File: config.mk
export PLATFORM = sky130hd
export DESIGN_NAME = blk_dispatch
export DESIGN_NICKNAME = d
export VERILOG_FILES = /design/src/rtl/bd_pkg.sv /design/src/rtl/bd_budget.sv /design/src/rtl/bd_slot_pool.sv /design/src/rtl/blk_dispatch.sv
export SDC_FILE = /design/constraint.sdc
export NUM_CORES = 1
export LEC_CHECK = 0
export ABC_AREA = 1
export BUFFER_PORTS_ARGS = -buffer_cell sky130_fd_sc_hd__buf_2
export CAP_MARGIN = 20
export CORE_MARGIN = 2
export CORE_UTILIZATION = 39
export CTS_CLUSTER_DIAMETER = 80
export DETAILED_ROUTE_END_ITERATION = 7
export PLACE_DENSITY = 0.59
export SYNTH_ARGS = -nofsm -noshare
export SYNTH_HDL_FRONTEND = slang
export SYNTH_SLANG_ARGS = --single-unit
File: constraint.sdc
create_clock -name clk_i -period 17.8 [get_ports clk_i]
set_clock_uncertainty 0.15 [all_clocks]
set_input_delay 5.34 -clock clk_i [delete_from_list [all_inputs] [get_ports clk_i]]
set_output_delay 5.34 -clock clk_i [all_outputs]
set_load 0.01 [all_outputs]
File: src/rtl/bd_pkg.sv
package bd_pkg;
  parameter int unsigned DEF_MAX_BLK = 8;
  parameter int unsigned DEF_MAX_THR = 768;
  parameter int unsigned DEF_MAX_REG = 16384;
  parameter int unsigned DEF_THR_W   = 11;
  parameter int unsigned DEF_RPT_W   = 8;

  typedef enum logic {
    ST_FILL  = 1'b0,
    ST_DRAIN = 1'b1
  } disp_state_e;
endpackage

File: src/rtl/bd_budget.sv
module bd_budget #(
  parameter int unsigned MAX_BLK = bd_pkg::DEF_MAX_BLK,
  parameter int unsigned MAX_THR = bd_pkg::DEF_MAX_THR,
  parameter int unsigned MAX_REG = bd_pkg::DEF_MAX_REG,
  parameter int unsigned THR_W   = bd_pkg::DEF_THR_W,
  parameter int unsigned RPT_W   = bd_pkg::DEF_RPT_W,
  localparam int unsigned BLK_W  = $clog2(MAX_BLK + 1)
) (
  input  logic             clk_i,
  input  logic             rst_ni,
  input  logic [THR_W-1:0] thr_i,
  input  logic [RPT_W-1:0] rpt_i,
  input  logic             admit_i,
  input  logic             clear_i,
  output logic             fits_o,
  output logic             over_o,
  output logic [BLK_W-1:0] cnt_blk_o
);
  localparam int unsigned NEED_W = THR_W + RPT_W;
  localparam int unsigned SUM_W  = NEED_W + 1;
  localparam int unsigned CTHR_W = $clog2(MAX_THR + 1);
  localparam int unsigned CREG_W = $clog2(MAX_REG + 1);

  logic [BLK_W-1:0]  cnt_blk_q;
  logic [CTHR_W-1:0] cnt_thr_q;
  logic [CREG_W-1:0] cnt_reg_q;
  logic [NEED_W-1:0] need;
  logic [SUM_W-1:0]  thr_sum, reg_sum;

  assign need    = NEED_W'(thr_i) * NEED_W'(rpt_i);
  assign thr_sum = SUM_W'(cnt_thr_q) + SUM_W'(thr_i);
  assign reg_sum = SUM_W'(cnt_reg_q) + SUM_W'(need);

  // oversize: could not fit even on an empty multiprocessor
  assign over_o = (SUM_W'(thr_i) > SUM_W'(MAX_THR)) || (SUM_W'(need) > SUM_W'(MAX_REG));
  assign fits_o = (cnt_blk_q < BLK_W'(MAX_BLK)) &&
                  (thr_sum <= SUM_W'(MAX_THR)) &&
                  (reg_sum <= SUM_W'(MAX_REG));
  assign cnt_blk_o = cnt_blk_q;

  always_ff @(posedge clk_i or negedge rst_ni) begin
    if (!rst_ni) begin
      cnt_blk_q <= '0;
      cnt_thr_q <= '0;
      cnt_reg_q <= '0;
    end else if (clear_i) begin
      cnt_blk_q <= '0;
      cnt_thr_q <= '0;
      cnt_reg_q <= '0;
    end else if (admit_i) begin
      cnt_blk_q <= cnt_blk_q + BLK_W'(1);
      cnt_thr_q <= cnt_thr_q + CTHR_W'(thr_i);
      cnt_reg_q <= cnt_reg_q + CREG_W'(need);
    end
  end

  p_blk_cap_r1: assert property (@(posedge clk_i) disable iff (!rst_ni)
    cnt_blk_q <= BLK_W'(MAX_BLK));
  p_thr_cap_r2: assert property (@(posedge clk_i) disable iff (!rst_ni)
    cnt_thr_q <= CTHR_W'(MAX_THR));
  p_reg_cap_r3: assert property (@(posedge clk_i) disable iff (!rst_ni)
    cnt_reg_q <= CREG_W'(MAX_REG));
  p_clear_zero_r8: assert property (@(posedge clk_i) disable iff (!rst_ni)
    clear_i |=> (cnt_blk_q == '0) && (cnt_thr_q == '0) && (cnt_reg_q == '0));
endmodule

File: src/rtl/bd_slot_pool.sv
module bd_slot_pool #(
  parameter int unsigned MAX_BLK = bd_pkg::DEF_MAX_BLK,
  localparam int unsigned SLOT_W = (MAX_BLK > 1) ? $clog2(MAX_BLK) : 1
) (
  input  logic              clk_i,
  input  logic              rst_ni,
  input  logic              alloc_i,
  input  logic              done_valid_i,
  input  logic [SLOT_W-1:0] done_slot_i,
  output logic [SLOT_W-1:0] free_slot_o,
  output logic              free_ok_o,
  output logic              last_o,
  output logic [MAX_BLK-1:0] busy_o
);
  logic [MAX_BLK-1:0] busy_q;
  logic [MAX_BLK-1:0] done_mask;
  logic [MAX_BLK-1:0] alloc_mask;

  // lowest-index free slot
  always_comb begin
    free_slot_o = '0;
    free_ok_o   = 1'b0;
    for (int i = MAX_BLK - 1; i >= 0; i--) begin
      if (!busy_q[i]) begin
        free_slot_o = SLOT_W'(i);
        free_ok_o   = 1'b1;
      end
    end
  end

  for (genvar g = 0; g < MAX_BLK; g++) begin : g_slot
    assign done_mask[g]  = done_valid_i && (done_slot_i == SLOT_W'(g));
    assign alloc_mask[g] = alloc_i && (free_slot_o == SLOT_W'(g));
    always_ff @(posedge clk_i or negedge rst_ni) begin
      if (!rst_ni) busy_q[g] <= 1'b0;
      else         busy_q[g] <= (busy_q[g] && !done_mask[g]) || alloc_mask[g];
    end
  end

  assign last_o = ((busy_q & ~done_mask) == '0);
  assign busy_o = busy_q;

  p_stray_done_r9: assert property (@(posedge clk_i) disable iff (!rst_ni)
    (done_valid_i && !busy_q[done_slot_i] && !alloc_i) |=> $stable(busy_q));
  p_alloc_one_r6: assert property (@(posedge clk_i) disable iff (!rst_ni)
    alloc_i |=> ($countones(busy_q) >= 1));
endmodule

File: src/rtl/blk_dispatch.sv
module blk_dispatch #(
  parameter int unsigned MAX_BLK = bd_pkg::DEF_MAX_BLK,
  parameter int unsigned MAX_THR = bd_pkg::DEF_MAX_THR,
  parameter int unsigned MAX_REG = bd_pkg::DEF_MAX_REG,
  parameter int unsigned THR_W   = bd_pkg::DEF_THR_W,
  parameter int unsigned RPT_W   = bd_pkg::DEF_RPT_W,
  localparam int unsigned SLOT_W = (MAX_BLK > 1) ? $clog2(MAX_BLK) : 1
) (
  input  logic              clk_i,
  input  logic              rst_ni,
  input  logic              req_valid_i,
  output logic              req_ready_o,
  input  logic [THR_W-1:0]  req_threads_i,
  input  logic [RPT_W-1:0]  req_rpt_i,
  input  logic              done_valid_i,
  input  logic [SLOT_W-1:0] done_slot_i,
  output logic              disp_valid_o,
  output logic [SLOT_W-1:0] disp_slot_o,
  output logic              err_o
);
  import bd_pkg::*;
  localparam int unsigned BLK_W = $clog2(MAX_BLK + 1);

  disp_state_e        state_q, state_d;
  logic               fits, over, free_ok, last, admit, drop, clear;
  logic [BLK_W-1:0]   cnt_blk;
  logic [SLOT_W-1:0]  free_slot;
  logic [MAX_BLK-1:0] busy;

  bd_budget #(
    .MAX_BLK(MAX_BLK), .MAX_THR(MAX_THR), .MAX_REG(MAX_REG),
    .THR_W(THR_W), .RPT_W(RPT_W)
  ) u_budget (
    .clk_i    (clk_i),
    .rst_ni   (rst_ni),
    .thr_i    (req_threads_i),
    .rpt_i    (req_rpt_i),
    .admit_i  (admit),
    .clear_i  (clear),
    .fits_o   (fits),
    .over_o   (over),
    .cnt_blk_o(cnt_blk)
  );

  bd_slot_pool #(.MAX_BLK(MAX_BLK)) u_pool (
    .clk_i       (clk_i),
    .rst_ni      (rst_ni),
    .alloc_i     (admit),
    .done_valid_i(done_valid_i),
    .done_slot_i (done_slot_i),
    .free_slot_o (free_slot),
    .free_ok_o   (free_ok),
    .last_o      (last),
    .busy_o      (busy)
  );

  assign req_ready_o = (state_q == ST_FILL) && (over || (fits && free_ok));
  assign admit = req_valid_i && req_ready_o && !over;
  assign drop  = req_valid_i && req_ready_o && over;
  assign clear = (state_q == ST_DRAIN) && last;

  always_comb begin
    state_d = state_q;
    unique case (state_q)
      ST_FILL: begin
        if (req_valid_i && !req_ready_o)              state_d = ST_DRAIN;
        else if (!req_valid_i && (cnt_blk != '0))     state_d = ST_DRAIN;
      end
      ST_DRAIN: if (last)                              state_d = ST_FILL;
      default:                                         state_d = ST_FILL;
    endcase
  end

  always_ff @(posedge clk_i or negedge rst_ni) begin
    if (!rst_ni) begin
      state_q      <= ST_FILL;
      disp_valid_o <= 1'b0;
      disp_slot_o  <= '0;
      err_o        <= 1'b0;
    end else begin
      state_q      <= state_d;
      disp_valid_o <= admit;
      err_o        <= drop;
      if (admit) disp_slot_o <= free_slot;
    end
  end

  p_drain_closed_r5: assert property (@(posedge clk_i) disable iff (!rst_ni)
    (state_q == ST_DRAIN) |-> !req_ready_o);
  p_order_hold_r4: assert property (@(posedge clk_i) disable iff (!rst_ni)
    (req_valid_i && !req_ready_o && state_q == ST_FILL) |=> (state_q == ST_DRAIN));
  p_disp_next_r6: assert property (@(posedge clk_i) disable iff (!rst_ni)
    (req_valid_i && req_ready_o && !over) |=> disp_valid_o);
  p_slot_resident_r6: assert property (@(posedge clk_i) disable iff (!rst_ni)
    disp_valid_o |-> busy[disp_slot_o]);
  p_drop_no_disp_r7: assert property (@(posedge clk_i) disable iff (!rst_ni)
    err_o |-> !disp_valid_o);
  p_refill_empty_r8: assert property (@(posedge clk_i) disable iff (!rst_ni)
    (state_q == ST_DRAIN && last) |=> (cnt_blk == '0 && state_q == ST_FILL));
endmodule

==> metrics list, run 1 <==
- In this run, post-CTS repair resized a total of 0 instances.
* Most instantiated library cell after synthesis: sky130_fd_sc_hd__nand2_1
- Max-cap violations in this run came to 0.
- N_diodes: 0
- Total routing usage reported by global routing: between 10% and 20%
* Tightest Pin Transition: 0.7101 ns
* Worst vdd ir: around 0.062 mV
* Status: completed
* Max-Slew Margin vs Limit: between 50% and 60%
- At the end of routability-driven placement, the weighted congestion stood at just under 0.9.
- Filler instances: approximately 1.9k
- Critical Path Most Common Cell: sky130_fd_sc_hd__nand2_1
- Dividing the detail-routed wire length by the instance count gives around 13 µm.
- Setup Buffers After CTS: 0
* Vias per cell: between 4 and 5
* Number of DRC markers after the initial detailed-route iteration: 307
- Combined buffer and inverter count along the critical path: 6
- The routed layout has 6196 vias.
- The finished cells cover around 7400 µm².
- Once placement finished, the instance area stood at around 7200 µm².
- The number of antenna violations at the first check in global routing was 0.
- The first global-routing pass estimated slightly below 30000 µm of wire.
- Summing the areas of all compound-gate instances in the mapped netlist gives 4.679% of the synthesized area.
- Mapped Area: between 6000 and 7000 µm²
- P&R area growth vs syn: 7.519%
- During I/O placement, the number of pins put on the boundary was 32.
- Hold Buf Count CTS: 0
- The floorplan step defined a die boundary enclosing between 15000 and 20000 µm².
* Count of cell types in the netlist: 34
- Ranked by total cell area, the synthesized netlist is headed by sky130_fd_sc_hd__nand2_1 20%, sky130_fd_sc_hd__fa_1 16%, sky130_fd_sc_hd__dfrtp_1 16%.
* Setup repair after global routing missed its margin: false
* Maximum number of pins on one net before global-route repair: 46
- For this configuration, the core starts out at a cell density of 39.87%.
* Proportion of layout cells with a drive suffix above 1: under 10%
- Highest net fanout along the worst path: 10
- After synthesis, the largest family of logic cells by area is simple AND/OR/NAND/NOR gates.
- HPWL after DPL: approximately 14000 µm
- Wirelength, routed: 16870 µm
- Of the available clock period, the critical path in the final layout requires 93.36%.
- The number of pins exceeding their max-slew limit in the final report was 0.
* Data arrival, critical path: ~11 ns
- Summed over all layers, the global routing overflow is 0.
- On the final layout, the worst hold slack is about 0.33 ns.
- Each instance of the synthesized netlist takes up on average around 6.4 µm².
* Post-layout min period: ~17 ns
* Clock buffer count from CTS: 5
- After Yosys synthesis, and, or, nand and nor cells account for 32.30% of the synthesized area.
* Sort of element at the end of the critical path: output port
- Buffer levels on the longest clock path: 2
* Count of flip-flops with a built-in enable after synthesis: 0
- Post-synthesis share of cell area spent on xor and xnor gates: between 2 and 3%
- Cell type contributing the most total cell area after synthesis: sky130_fd_sc_hd__nand2_1
* Area of the core: between 15000 and 20000 µm²
- Dividing total power by cell area gives a power density of approximately 120 nW/µm².
- For the worst setup path, the data required time is 12.31 ns.
* Die extent in y: ~140 µm
- Setup violations remaining at the end of the flow were counted as 0.
- Start-to-end type of the worst setup path: in -> out
* Ranking of synthesized cells by instance count: 358 x sky130_fd_sc_hd__nand2_1, 262 x sky130_fd_sc_hd__inv_1, 85 x sky130_fd_sc_hd__nand3_1, 67 x sky130_fd_sc_hd__ha_1, 56 x sky130_fd_sc_hd__fa_1
* Clock edge transition at the registers on the reported setup and hold paths: about 0.070 ns
* Synth warnings: 0
- Row cnt: 48
* Min-delay worst type: reg -> reg
- After detailed routing, the number of remaining DRC violations is 0.
* Antenna Violating Nets Remaining: 0
- Count of state elements after synthesis: 43
* # port buffers: 31
* Total Negative Setup Slacks: 0 ns
* Fmax: 0.06018 GHz
* Maximum cell stage delay along the critical path: roughly 0.56 ns
- After synthesis, flip-flops and latches occupy between 10% and 20% of the total area.
* Initial DRT Pass Iterations: 5
- The H-tree was split into 2 levels.
* Net count, final: between 1k and 1.5k
- Cell family with the largest share of critical-path delay: adder cells
- Source-to-sink clock delay at the later pin of the worst-skew pair: approximately 0.29 ns
- Type of element launching the critical path: primary input
- Proportion of netlist area held by the largest area contributor: around a fifth
- Root Driver: sky130_fd_sc_hd__clkbuf_16
* Proportion of synthesized flip-flops having asynchronous set or reset: 100.0%
- After Yosys synthesis, full adders, half adders and majority gates account for 28.51% of the synthesized area.
- TritonCTS built the clock tree.
* Synth Instances: 1069
- Hold Fails Final Rpt: 0
* Ys flop type: sky130_fd_sc_hd__dfrtp_1
- Leak Pwr: 4.820 nW
- The die is between 100 and 150 µm wide.
- The number of nets handed over by synthesis was around 1.2k.
- Proportion of synthesized area in mux cells: 0%
- Counting every sink on the clock net gives 43.
- Crit path max-delay cell type: sky130_fd_sc_hd__fa_1
- The number of global-route vias before repair came to 6146.
flip-flops by register name (all words and copies together), names as in the netlist:
name and flops:
u_budget.cnt_reg_q 15, u_budget.cnt_thr_q 10, u_pool.busy_o 8, u_budget.cnt_blk_o 4
disp_slot_o 3, disp_valid_o 1, err_o 1, state_q 1
cell type report:
cell class              count  area [µm²]  share of cell area, %
multi-input cells         733        4676                  63.27
flip-flops and latches     43        1076                  14.56
inverters                 265       996.0                  13.48
well taps                 225       281.5                  3.810
repair buffers             33       182.7                  2.472
clock buffers               6       138.9                  1.879
clock inverters             2       38.79                 0.5249
metal layers:
metal  vias up  GRT usage, %  routed length (µm)
met5         -             0                   0
met4         0         3.472                 164
met3        19         1.778                 576
met2       106         33.78                7947
met1      2846         26.78                8180
li1       3225             -                   -
through the flow:
step | cells | util, % | worst slack [ns] | total power [W]
after floorplan | 1069 | - | 1.844 | 0.0006239
after global placement | 1298 | 41.72 | 1.157 | 0.0007815
after detailed placement | 1298 | 41.72 | 1.184 | 0.0007809
after CTS | 1306 | 42.76 | 1.148 | 0.0009000
after global routing | 1307 | 42.87 | 0.6726 | 0.001017
final | 1307 | 42.87 | 1.183 | 0.0008954
path summary, 6_finish.rpt:
check / start / endpoint / slack, ns / cells after the start
setup / recovery: req_threads_i[0] / req_ready_o / 1.18 / 34
hold / removal: disp_slot_o[2] / disp_slot_o[2] / 0.33 / 2
setup reg to reg: u_budget.cnt_reg_q[0] / u_budget.cnt_reg_q[13] / 13.77 / 18
hold reg to reg: disp_slot_o[2] / disp_slot_o[2] / 0.33 / 2
max in group asynchronous: rst_ni / u_budget.cnt_reg_q[12] / 12.33 / 2
min in group asynchronous: rst_ni / u_pool.busy_o[2] / 4.73 / 1
worst reg2reg max path: cells and delay by family (launching register included):
kind / cells / cell delay, ns
simple gates: 13 / 2.05
buf+inv: 3 / 0.74
fa+ha+maj: 2 / 0.68
flops: 1 / 0.36
report_power, final:
group          total [W]  switching [W]  internal [W]  leakage, nW
Combinational   0.000679       0.000450      0.000229         4.13
Sequential      0.000102     0.00000210      0.000100        0.598
Clock           0.000114      0.0000437     0.0000707       0.0875
cell usage in the layout (no fill, tap or decap), drive strengths merged:
master,n
ha,67
nand3,85
nor3,4
xor2,15
o21bai,1
bufinv,1
clkbuf,6
nand2,363
a31oi,3
and3,1
a21boi,1
dfrtp,43
nand3b,7
and2,1
o21ai,25
nand4,16
inv,265
buf,33
nor4,3
clkinv,1
nor2,48
or2,2
a21oi,27
o41ai,1
xnor2,5
o21a,2
fa,56
cell families after synthesis:
kind of cell    count (synthesis)
compound gates                 60
xor+xnor                       20
fa+ha+maj                     123
buf+inv                       293
flops                          43
simple gates                  530
No activity file was read; power rests on OpenSTA's default activity.
==> run 2: changes to the inputs <==
--- a/config.mk
+++ b/config.mk
@@ -9,10 +9,12 @@
 export BUFFER_PORTS_ARGS = -buffer_cell sky130_fd_sc_hd__buf_2
 export CAP_MARGIN = 20
 export CORE_MARGIN = 2
-export CORE_UTILIZATION = 39
+export CORE_UTILIZATION = 35
 export CTS_CLUSTER_DIAMETER = 80
 export DETAILED_ROUTE_END_ITERATION = 7
-export PLACE_DENSITY = 0.59
+export GPL_TIMING_DRIVEN = 1
+export PLACE_DENSITY = 0.54
+export SETUP_SLACK_MARGIN = 0.15
 export SYNTH_ARGS = -nofsm -noshare
 export SYNTH_HDL_FRONTEND = slang
 export SYNTH_SLANG_ARGS = --single-unit
==> run 2 against run 1 <==
Setup slack got worse by 0.057 ns. Fmax decreased by 0.34%. Non-clock buffer count unchanged. Critical path depth decreased by 1. Wire length increased by 4.6%. Sequential cell count unchanged.
==> metrics list, run 2 (same netlist as run 1, synthesis figures left out) <==
- The run finished with clean final reports.
* Hold Buf Count CTS: 0
- Fmax: 0.05997 GHz
- Logic depth of the worst register-to-register path: 18
* Top-level I/O count: 32
* Number of cells in the finished layout apart from fillers: roughly 1.3k
* Post-layout min period: roughly 17 ns
* Max-Slew Margin vs Limit: between 40% and 50%
- Final setup violating endpoints: 0
- Starting Density: between 30 and 40%
- # port buffers: 31
- Overall power consumption after layout is estimated at about 0.0009 W.
- Wirelength, routed: 17650 µm
- Sort of element at the end of the critical path: output port
* Fin worst setup slack: roughly 1.1 ns
- Grt total ovfl: 0
- Commonest non-fill, non-tap cell in the layout: sky130_fd_sc_hd__nand2_1
- Among the stages of the critical path, the cell type that occurs most often is sky130_fd_sc_hd__nand2_1.
* Area of the core: 19330 µm²
- For flop-to-flop paths, the worst setup slack is around 14 ns.
- Proportion of layout cells with a drive suffix above 1: under 10%
- Horiz. Die Dim: roughly 140 µm
- Launch point of the worst path: req_threads_i[1]
- In the layout the commonest cells are 358 x sky130_fd_sc_hd__nand2_1, 262 x sky130_fd_sc_hd__inv_1, 85 x sky130_fd_sc_hd__nand3_1.
* Vias per cell: between 4 and 5
* Root Driver: sky130_fd_sc_hd__clkbuf_16
- The first global-routing pass estimated 30190 µm of wire.
- Number of maximum-capacitance violations: 0
- Total number of vias: ~6.2k
- TritonCTS built the clock tree.
- In the final routed layout, each cell accounts on average for about 13 µm.
- CTS built an H-tree with a depth of 2.
- # DRC: 0
* Tightest Pin Transition: approximately 0.75 ns
- In this run the core area contains 51 standard-cell rows.
- HP Start: disp_slot_o[2]
* Highest net fanout along the worst path: 11
- Die extent in y: 144.1 µm
* Placement Setup Slack: 1.108 ns
- On the worst path, the slowest cell contributes a delay of 0.55 ns.
* P&R area growth vs syn: 7.846%
- Hold depth: 2
* Critical Path RT: 12.31 ns
- Total Negative Setup Slacks: 0 ns
- Start-to-end type of the worst setup path: in -> out
- Entering global routing, the biggest net connects between 40 and 50 pins.
- The number of hold violations in the final report is 0.
- Worst vdd ir: about 0.064 mV
- After clock tree synthesis, the clock-pin slew on the worst setup and hold paths is approximately 0.060 ns.
* Antenna violations before repair: 0
- Reg with most FFs: u_budget.cnt_reg_q
- For this block, the initial DRC count from the detailed router was around 330.
* Min-delay worst type: reg -> reg
- Count of pins over their slew limit: 0
- After legalization and detailed placement, the total HPWL measured between 10000 and 15000 µm.
- Num Clock Sinks: 43
- The repair_antennas step left the layout with diodes totalling 0.
* PostCTS Resize Cnt: 0
- The clock passes through at most 2 buffers.
- Data arrival, critical path: between 10 and 15 ns
- Net count, final: between 1k and 1.5k
- Area enclosed by the die boundary: 20770 µm²
- Flip-flop count of the largest register after layout: 15
* Reg-to-Reg Start: u_budget.cnt_reg_q[0]
- Number of cells in the design after placement: approximately 1.3k
- The final critical path takes up approximately 94% of the cycle.
- Type of element launching the critical path: primary input
- At the end of routability-driven placement, the weighted congestion stood at between 0.8 and 0.9.
- Setup repair after global routing left no endpoint under its margin.
* Via count of the first global-routing pass: approximately 6.2k
- Utilization after layout: 38.34%
- Initial DRT Pass Iterations: 5
* Clock buffer count from CTS: 5
- In this run the power density over the cells is 121.4 nW/µm².
- In the global route stage, overall resource usage came out at approximately 18%.
* Crit path max-delay cell type: sky130_fd_sc_hd__fa_1
- For the worst-skew pair, the clock arrives at the later sink with an insertion delay of 0.29 ns.
* Setup Buffers After CTS: 0
- Once detail routing completed, the nets flagged for antenna violations numbered 0.
* Leak Pwr: 4.804 nW
[run 2: worst paths after layout]
check | endpoint
worst min register to register | disp_slot_o[2]
worst max-delay path | req_ready_o
worst min-delay path | disp_slot_o[2]
max in group asynchronous | u_budget.cnt_blk_o[0]
worst max register to register | u_budget.cnt_reg_q[12]
min in group asynchronous | disp_valid_o
[run 2: layout make-up]
class                   count  area, µm²
clock buffers               5      125.1
clock inverters             2      37.54
fillers                  2109      11920
inverters                 265      996.0
multi-input cells         733       4676
flip-flops and latches     43       1076
well taps                 265      331.6
repair buffers             33      170.2
[run 2: critical path: cells and delay by family]
family | cells | cell delay (ns)
adder cells (fa/ha/maj) | 6 | 2.80
AND/OR/NAND/NOR | 17 | 1.65
buffers and inverters | 6 | 0.66
AO/OA/AOI/OAI | 3 | 0.54
XOR/XNOR | 1 | 0.19
[run 2: power breakdown]
group | total (W) | switching (W) | internal, W | leakage [nW]
clock | 0.000106 | 0.0000408 | 0.0000655 | 0.0759
combinational | 0.000691 | 0.000460 | 0.000231 | 4.13
sequential | 0.000102 | 0.00000223 | 0.000100 | 0.598
[run 2: layer usage]
metal / wire length [µm] / track usage [%] / vias up
met5: 0 / 0 / -
met4: 212 / 3.628 / 0
met3: 459 / 1.589 / 15
met2: 8301 / 31.98 / 88
met1: 8678 / 24.48 / 2865
li1: - / - / 3237
[run 2: through the flow]
step,hold slack [ns],cell area (µm²)
after CTS,0.3552,7412
after floorplan,0.3227,6873
after global routing,0.3842,7412
after global placement,0.3297,7249
after detailed placement,0.3310,7249
final,0.3474,7412
==> run 3: changes to the inputs <==
--- a/config.mk
+++ b/config.mk
@@ -13,7 +13,7 @@
 export CTS_CLUSTER_DIAMETER = 80
 export DETAILED_ROUTE_END_ITERATION = 7
 export GPL_TIMING_DRIVEN = 1
-export PLACE_DENSITY = 0.54
+export PLACE_DENSITY = 0.6
 export SETUP_SLACK_MARGIN = 0.15
 export SYNTH_ARGS = -nofsm -noshare
 export SYNTH_HDL_FRONTEND = slang
==> run 3 against run 2 <==
Clock power is essentially flat. First-iteration DRC count grew 14%. Critical path depth shrank 1. Wire length shrank 0.54%. Cell area grew 0.12%. Setup slack gained 0.12 ns. Sequential power is essentially flat. Largest cell class unchanged.
==> metrics list, run 3 (same netlist as run 1, synthesis figures left out) <==
- The flow ran to the end, and the final reports show no timing, DRC or antenna violations.
- Filler instances: about 2.1k
- Setup repair after global routing missed its margin: false
- For this run, design rule violations remaining after detail routing come to 0.
* Buffer levels on the longest clock path: 2
* HPWL after DPL: roughly 14000 µm
* Worst vdd ir: roughly 0.066 mV
* Initial DRT Pass Iterations: 4
- In this run the static leakage power is 4.813 nW.
- Routability cong.: between 0.8 and 0.9
- The register with the most flip-flops in the layout has 15 of them.
- Wirelength, routed: around 18000 µm
* End point of the worst hold path: disp_slot_o[2]
- The worst hold path was traced through 2 stages.
- Hold Buf Count CTS: 0
- Level count of the clock H-tree: 2
- Row generation in the floorplan step produced ~50 rows.
- Post-CTS timing repair inserted 0 buffers for setup.
- Clock edge transition at the registers on the reported setup and hold paths: ~0.060 ns
* Start-to-end type of the worst setup path: in -> out
* Critical Path Most Common Cell: sky130_fd_sc_hd__nand2_1
- Power spread over the standard cell area amounts to about 120 nW/µm².
- Min-delay worst type: reg -> reg
- The die is 144.1 µm tall.
- The number of hold violations in the final report is 0.
* Number of maximum-capacitance violations: 0
- Leaving out fill and tap cells, the most frequent cell in the layout is sky130_fd_sc_hd__nand2_1.
- The worst setup path is captured at an output port.
* HP Start: disp_slot_o[2]
- Type of element launching the critical path: primary input
* Total Negative Setup Slacks: 0 ns
* Antenna violations before repair: 0
* Worst setup slack for register-to-register paths: 13.78 ns
* Logic depth of the worst register-to-register path: 18
- Along the worst path, the maximum fanout reaches 10.
- Setup violations remaining at the end of the flow were counted as 0.
- Dividing the detail-routed wire length by the instance count gives around 13 µm.
- The worst path uses between 90% and 100% of the clock period.
* Post-layout min period: ~17 ns
* Global-route wire length before repair: just over 30000 µm
* Fmax: approximately 0.060 GHz
* Reg with most FFs: u_budget.cnt_reg_q
- Antenna Violating Nets Remaining: 0
* Critical Path RT: between 10 and 15 ns
- PostCTS Resize Cnt: 0
- Entering global routing, the biggest net connects 46 pins.
- Clock tree from TritonCTS: built
* Top-level I/O count: 32
- For the pin with the worst max-slew slack, the measured transition is between 0.7 and 0.8 ns.
- Worst flop-to-flop path endpoint: u_budget.cnt_reg_q[5]
* # port buffers: 31
* Starting Density: between 30 and 40%
- Measured against its own limit, the worst slew margin works out to ~47%.
- The repair_antennas step left the layout with diodes totalling 0.
- The slowest stage of the critical path is the sky130_fd_sc_hd__fa_1 cell.
- Reg-to-Reg Start: u_budget.cnt_reg_q[0]
- The top cell types in the final layout, fill and taps aside, are 358 x sky130_fd_sc_hd__nand2_1, 262 x sky130_fd_sc_hd__inv_1, 84 x sky130_fd_sc_hd__nand3_1.
* Count of pins over their slew limit: 0
* Num Clock Sinks: 43
- The tree is rooted in a sky130_fd_sc_hd__clkbuf_16.
* Area enclosed by the die boundary: between 20000 and 25000 µm²
- Via count of the first global-routing pass: 6418
- The routed layout has between 6k and 7k vias.
- Area of the core: about 19000 µm²
* Data arrival, critical path: between 10 and 15 ns
- Global routing finished with a remaining overflow of 0.
- Vias per cell: ~4.6
- Post-route total power: 0.0008945 W
- The detailed router finished its first iteration with around 380 violations.
* Maximum cell stage delay along the critical path: between 0.5 and 0.6 ns
* Net count, final: around 1.2k
- The area growth from synthesis to layout is 7.974%.
* Proportion of layout cells with a drive suffix above 1: between 5 and 6%
- Horiz. Die Dim: between 100 and 150 µm
- Clock buffer count from CTS: 5
* Source-to-sink clock delay at the later pin of the worst-skew pair: just under 0.3 ns
- Total routing usage reported by global routing: a little under a fifth
-- run 3: cell types whose count changed in the layout (fill, tap and decap cells not counted) --
cell	delta
sky130_fd_sc_hd__buf_4	-1
sky130_fd_sc_hd__clkinvlp_4	-1
sky130_fd_sc_hd__nand3_1	-1
sky130_fd_sc_hd__nand3_2	+1
sky130_fd_sc_hd__clkinv_2	+1
sky130_fd_sc_hd__clkbuf_8	+1
-- run 3: worst max path at each step --
stage          cells after the start              from  slack [ns]     endpoint
2_1_floorplan                     32      req_rpt_i[7]        1.84  req_ready_o
3_3_place_gp                      33  req_threads_i[0]        1.22  req_ready_o
3_5_place_dp                      32  req_threads_i[0]        1.26  req_ready_o
4_1_cts                           32  req_threads_i[0]        1.23  req_ready_o
5_1_grt                           33  req_threads_i[1]        0.67  req_ready_o
6_report                          32  req_threads_i[0]        1.25  req_ready_o
-- run 3: area by class of cell --
cell class              instances  area, µm²  share of cell area, %
clock buffers                   6      138.9                  1.872
clock inverters                 2      35.03                 0.4721
inverters                     265      996.0                  13.42
multi-input cells             733       4681                  63.08
flip-flops and latches         43       1076                  14.50
well taps                     265      331.6                  4.468
repair buffers                 32      162.7                  2.192
-- run 3: metal layers --
layer  vias to the layer above  track usage (%)  part of all wire (%)
met5                         -                0                     0
met4                         0            5.365                   1.8
met3                        22            1.325                   2.6
met2                        96            32.93                    49
met1                      2905            23.52                    47
li1                       3223                -                     -
-- run 3: where the power goes --
part | total (W) | switching (W) | internal, W
logic | 0.000683 | 0.000454 | 0.000229
clock network | 0.000109 | 0.0000393 | 0.0000699
registers | 0.000103 | 0.00000241 | 0.000100
-- run 3: critical path: cells and delay by family --
kind,cells,cell delay [ns]
adder cells (fa/ha/maj),6,2.87
XOR/XNOR,1,0.28
AND/OR/NAND/NOR,18,1.85
buffers and inverters,7,0.71
-- run 3: stage by stage --
step	hold slack (ns)	instance area [µm²]	worst slack (ns)	std cells	util (%)
floorplan	0.3227	6873	1.844	1069	-
global placement	0.3257	7247	1.217	1338	37.48
detailed placement	0.3304	7247	1.259	1338	37.48
CTS	0.3489	7421	1.232	1346	38.38
global route	0.3868	7421	0.6682	1346	38.38
finish	0.3464	7421	1.247	1346	38.38
